===== src/rtl/fdc_chg_pkg.sv =====
package fdc_chg_pkg;
  localparam int unsigned REG_W       = 8;
  localparam int unsigned DRV_N       = 2;
  localparam int unsigned SYNC_STAGES = 2;
  localparam logic [REG_W-1:0] FLAGS_RST = 8'h03;
endpackage


===== src/rtl/fdc_chg_sync.sv =====
module fdc_chg_sync #(
  parameter int unsigned W      = 3,
  parameter int unsigned STAGES = 2
) (
  input  logic         clk,
  input  logic         rst_n,
  input  logic [W-1:0] d,
  output logic [W-1:0] q
);
  logic [W-1:0] pipe [STAGES];

  always_ff @(posedge clk or negedge rst_n) begin
    if (!rst_n) begin
      for (int i = 0; i < int'(STAGES); i++) pipe[i] <= '0;
    end else begin
      pipe[0] <= d;
      for (int i = 1; i < int'(STAGES); i++) pipe[i] <= pipe[i-1];
    end
  end

  assign q = pipe[STAGES-1];
endmodule


===== src/rtl/fdc_chg_step_edge.sv =====
module fdc_chg_step_edge (
  input  logic clk,
  input  logic rst_n,
  input  logic step_s,
  output logic step_rise
);
  logic step_d;

  always_ff @(posedge clk or negedge rst_n) begin
    if (!rst_n) step_d <= 1'b0;
    else        step_d <= step_s;
  end

  assign step_rise = step_s & ~step_d;
endmodule


===== src/rtl/fdc_chg_flags.sv =====
module fdc_chg_flags #(
  parameter int unsigned N     = 2,
  parameter int unsigned REG_W = 8,
  parameter logic [REG_W-1:0] RST_VAL = 8'h03
) (
  input  logic             clk,
  input  logic             rst_n,
  input  logic             wr_en,
  input  logic [REG_W-1:0] wdata,
  input  logic [N-1:0]     hit,
  output logic [N-1:0]     flags
);
  for (genvar g = 0; g < int'(N); g++) begin : g_flag
    always_ff @(posedge clk or negedge rst_n) begin
      if (!rst_n)                flags[g] <= RST_VAL[g];
      else if (hit[g])           flags[g] <= 1'b0;
      else if (wr_en && wdata[g]) flags[g] <= 1'b1;
    end
  end
endmodule


===== src/rtl/fdc_chg_force.sv =====
module fdc_chg_force
  import fdc_chg_pkg::*;
(
  input  logic             clk,
  input  logic             rst_main_n,
  input  logic             rst_bus_n,
  input  logic             rst_stby_n,
  input  logic             reg_wr,
  input  logic [REG_W-1:0] reg_wdata,
  output logic [REG_W-1:0] reg_rdata,
  input  logic             drv0_sel,
  input  logic             drv1_sel,
  input  logic             step_in,
  input  logic             ext_chg,
  output logic             chg_out
);
  localparam int unsigned SW = DRV_N + 1;

  logic             rst_n;
  logic [SW-1:0]    raw_in;
  logic [SW-1:0]    sync_out;
  logic [DRV_N-1:0] sel_s;
  logic             step_s;
  logic             step_rise;
  logic [DRV_N-1:0] hit;
  logic [DRV_N-1:0] flags;

  assign rst_n  = rst_main_n & rst_bus_n & rst_stby_n;
  assign raw_in = {step_in, drv1_sel, drv0_sel};

  fdc_chg_sync #(.W(SW), .STAGES(SYNC_STAGES)) u_sync (
    .clk(clk), .rst_n(rst_n), .d(raw_in), .q(sync_out)
  );

  assign sel_s  = sync_out[DRV_N-1:0];
  assign step_s = sync_out[SW-1];

  fdc_chg_step_edge u_edge (
    .clk(clk), .rst_n(rst_n), .step_s(step_s), .step_rise(step_rise)
  );

  assign hit = sel_s & {DRV_N{step_rise}};

  fdc_chg_flags #(.N(DRV_N), .REG_W(REG_W), .RST_VAL(FLAGS_RST)) u_flags (
    .clk(clk), .rst_n(rst_n), .wr_en(reg_wr), .wdata(reg_wdata),
    .hit(hit), .flags(flags)
  );

  assign reg_rdata = {{(REG_W-DRV_N){1'b0}}, flags};
  assign chg_out   = (|(sel_s & flags)) | ext_chg;
endmodule


===== config.mk =====
export PLATFORM = sky130hd
export DESIGN_NAME = fdc_chg_force
export DESIGN_NICKNAME = d
export VERILOG_FILES = /design/src/rtl/fdc_chg_pkg.sv /design/src/rtl/fdc_chg_sync.sv /design/src/rtl/fdc_chg_step_edge.sv /design/src/rtl/fdc_chg_flags.sv /design/src/rtl/fdc_chg_force.sv
export SDC_FILE = /design/constraint.sdc
export NUM_CORES = 1
export LEC_CHECK = 0
export BUFFER_PORTS_ARGS = -buffer_cell sky130_fd_sc_hd__buf_2
export CELL_PAD_IN_SITES_DETAIL_PLACEMENT = 1
export CELL_PAD_IN_SITES_GLOBAL_PLACEMENT = 2
export CORE_MARGIN = 2
export CORE_UTILIZATION = 20
export CTS_CLUSTER_SIZE = 30
export DETAILED_ROUTE_END_ITERATION = 10
export PLACE_DENSITY = 0.76
export SKIP_CTS_REPAIR_TIMING = 1
export SLEW_MARGIN = 40
export SYNTH_ARGS = -nofsm -noshare
export SYNTH_HDL_FRONTEND = slang
export SYNTH_SLANG_ARGS = --single-unit

===== constraint.sdc =====
create_clock -name clk -period 2.1 [get_ports clk]
set_input_delay 0.105 -clock clk [delete_from_list [all_inputs] [get_ports clk]]
set_output_delay 0.105 -clock clk [all_outputs]
set_load 0.01 [all_outputs]

; ---- After elaboration in Yosys (flattened, before gate mapping)
; Cells that the tools add are included.
[word_totals]
ff_bits = 9
latch_bits = 0
mem_bits_rw = 0
romBits = 0
inputBits = 17
output_inout_bits = 9
memories = 0
[classes]
add_sub_neg = 0
multipliers = 0
div_mod_pow = 0
magnitude_cmp = 0
eq_ne = 0
shifts = 0
mux = 4
bitwise = 7
n_reduce_logical = 5
[ops]
columns = operator, count
row1 = $and A2 B2 Y2, 2
row2 = $mux W1, 4
row3 = $reduce_bool A2 Y1, 2
row4 = $and A1 B1 Y1, 3
row5 = $logic_and A1 B1 Y1, 2
row6 = $reduce_or A2 Y1, 1
row7 = $not A1 Y1, 1
row8 = $or A1 B1 Y1, 1

; ---- Longest topological paths before layout
[logic_depth]
depth_word = 4
mapped_depth = 2

; ---- Cells and area by module
; Synthesis repeated with hierarchy kept, for this count alone.
[hier_totals]
cells_unflattened = 28
area_unflattened_um2 = 359.1
[by_module_without_submodules]
columns = module, instances, cells_per_inst, area_each_um2, seq_area_each_um2
row1 = fdc_chg_sync, 1, 9, 172.7, 150.1
row2 = fdc_chg_force, 1, 11, 77.6, 0.0
row3 = fdc_chg_flags, 1, 6, 70.1, 52.6
row4 = fdc_chg_step_edge, 1, 2, 38.8, 25.0

; ---- Worst setup path before layout
; No wires, ideal clock.
[synth_path]
kind = flip-flop to output port
from = register u_flags.flags[1]
to = output port chg_out
arrival_ns = 0.748
setup_slack_ns = 1.247
path_stages_with_launch = 2
n_path_buf = 0
path_cell_list = dfstp_2 -> a221o_1
[synth_via]
elab_chain_len = 3
[synth_lines]
columns = item, line
row1 = start: declaration, fdc_chg_flags.sv:11  ; output logic [N-1:0] flags
row2 = start signal: indexed assignment, fdc_chg_flags.sv:15  ; if (!rst_n) flags[g] <= RST_VAL[g];
row3 = $and A2 B2 Y2, fdc_chg_force.sv:50  ; assign chg_out = (|(sel_s & flags)) | ext_chg;
row4 = $reduce_or A2 Y1, fdc_chg_force.sv:50
row5 = $or A1 B1 Y1, fdc_chg_force.sv:50
row6 = end: declaration, fdc_chg_force.sv:15  ; output logic chg_out
; Every way passes these cells.

; ---- Worst setup path in the final report
; Same ends and word-level chain as after synthesis.

==> impl_metrics.toml <==
[clock_tree]
cts_tree = "built"
h-tree-depth = 1
clk_latency_ps = 250
root_buffer = "clkbuf_4"
path_clk_slew_ps = 60
cts_sinks = 9
cts.path.max_buffers = 2
cts_buffers = 3

[synthesis]
synth.avg_cell_area_um2 = 13.87
yosys.area.top_type_share_pct = 54.90
synthesis.area_um2 = 319.1
synth_area_leaders = "dfrtp_1 (55%), dfstp_2 (16%), buf_4 (14%)"
synth.distinct_cells = 8
synth_largest_area_cell = "dfrtp_1"
ys_seq_elements = 9
yosys_warnings = 0
yosysSeqAreaShare_pct = 71.37
syn_inst = 23

[global_routing]
grtUsageTotal_pct = 7.161
grt_pass1_wl_um = 862
grt_max_degree = 10
grt_pass1_vias = 216
antenna_found_initial = 0
grt_overflow = 0

[place]
dpl_worst_slack_ps = 1153
io_buffers = 13
gp_congestion = 0.5947

[worst_setup_path]
cp-end-kind = "output port"
regToRegSetupSlack_ps = 1340
path_cells = "a221o_1 -> buf_2"
cp_num_buf_inv = 1
required_ps = 2000
arrival_ps = 1100
crit_family = "flip-flops"
crit_slowest_cell = "dfstp_2"
cp.depth = 2
worstSetupPathType = "reg2out"
crit_fanout = 3
worst_path_largest_cell_delay_ps = 370
reg2reg_depth = 2
start_kind = "flop"

[die]
dieHeight_um = 43.94
initial_core_util_pct = 21.18
core.rowCount = 14
dieArea_um2 = 1931
fp.dieW_um = 43.94
ios = 26
core_area_um2 = 1506

[final_layout]
layout.nets = 64
drive_gt1_share_pct = 39.13
antenna-diode-count = 0
area_growth_syn_to_layout_pct = 48.63
fillers = 176

[routing]
drc = 0
vias = 236
drt-vias-per-instance = 3.806
wl_per_cell_um = 9.065
wl_um = 562
drt_iter0_markers = 1
drt_first_pass_iters = 2
ant_nets = 0

[timing]
rsz0062_at_grt = "false"
final-setup-viol-count = 0
slew_violations = 0
hold_viol_final = 0
fin_worst_skew_ps = 1.001
final.setup.worst_slack_ps = 891.8
finalCritPeriodShare_pct = 57.53
holdWs_ps = 137.6
tns_ps = 0
period_needed_ps = 1208
fmax_mhz = 827.7

[outcome]
status = "complete, no violations"

[job]
cap_violations = 0

[power]
powerDensity_nw_per_um2 = 767.2
power.static_leakage_nw = 0.2423
max-vdd-ir-drop_uv = 262.4

[min_path]
worstHoldPathCells = 3
hold_path_class = "in2reg"
-- synth_stat cells --
cell type  count
buf_4          6
nor2b_1        1
conb_1         1
a21oi_1        4
dfstp_2        2
a221o_1        1
and3_1         1
dfrtp_1        7
-- flip-flops by register name, indices dropped and copies added (netlist names) --
name / cells
u_sync.pipe: 3
u_sync.q: 3
u_flags.flags: 2
u_edge.step_d: 1
-- area by class of cell --
| cell class | instances | area (µm²) | share of cell area, % |
|---|---|---|---|
| multi-input cells | 13 | 65.06 | 13.72 |
| clock buffers | 4 | 26.28 | 5.541 |
| flip-flops and latches | 9 | 227.7 | 48.02 |
| repair buffers | 20 | 135.1 | 28.50 |
| well taps | 16 | 20.02 | 4.222 |
-- routing by layer --
metal / share of wire [%] / global-route usage, % / wire length (µm) / vias up
met5: 0 / 0 / 0 / -
met4: 1.1 / 9.091 / 6 / 0
met3: 12 / 3.750 / 69 / 2
met2: 55 / 10.59 / 308 / 14
met1: 32 / 6.069 / 178 / 111
li1: - / - / - / 109
-- where the power goes --
part | internal [mW] | switching (mW) | total [mW]
combinational | 0.0235 | 0.0205 | 0.0439
clock | 0.0727 | 0.0522 | 0.125
sequential | 0.189 | 0.00600 | 0.195
-- final timing paths --
kind                                  start          endpoint
setup / recovery           u_flags.flags[1]           chg_out
hold / removal                 reg_wdata[0]  u_flags.flags[0]
setup reg to reg           u_flags.flags[1]  u_flags.flags[1]
hold reg to reg              u_sync.pipe[5]       u_sync.q[2]
max in group asynchronous         rst_bus_n     u_edge.step_d
min in group asynchronous        rst_stby_n    u_sync.pipe[4]
-- cell families after synthesis --
family / synth area share, %
simple gates: 3.924
other cells: 1.175
compound gates: 9.412
flops: 71.37
buf+inv: 14.12
-- worst min-delay path: cells and delay by family --
kind            cells  cell delay (ps)
compound gates      2              170
buf+inv             1               80
-- cell usage in the layout, fill, tap and decap left out --
master	instances
nor2b_1	1
conb_1	6
buf_2	13
clkbuf_4	3
dfrtp_1	7
a21oi_1	4
dfstp_2	2
a221o_1	1
clkbuf_1	1
and3_1	1
dlygate4sd3_1	7
-- metrics by stage --
stage	util, %	power (mW)	cells	cell area (µm²)
final	31.48	0.3638	62	474.2
after detailed placement	25.08	0.2339	51	377.9
after floorplan	-	0.2228	28	337.8
after global placement	25.08	0.2317	51	377.9
after CTS	26.83	0.3665	55	404.1
after global routing	31.48	0.3971	62	474.2
No activity file was read; power rests on OpenSTA's default activity.
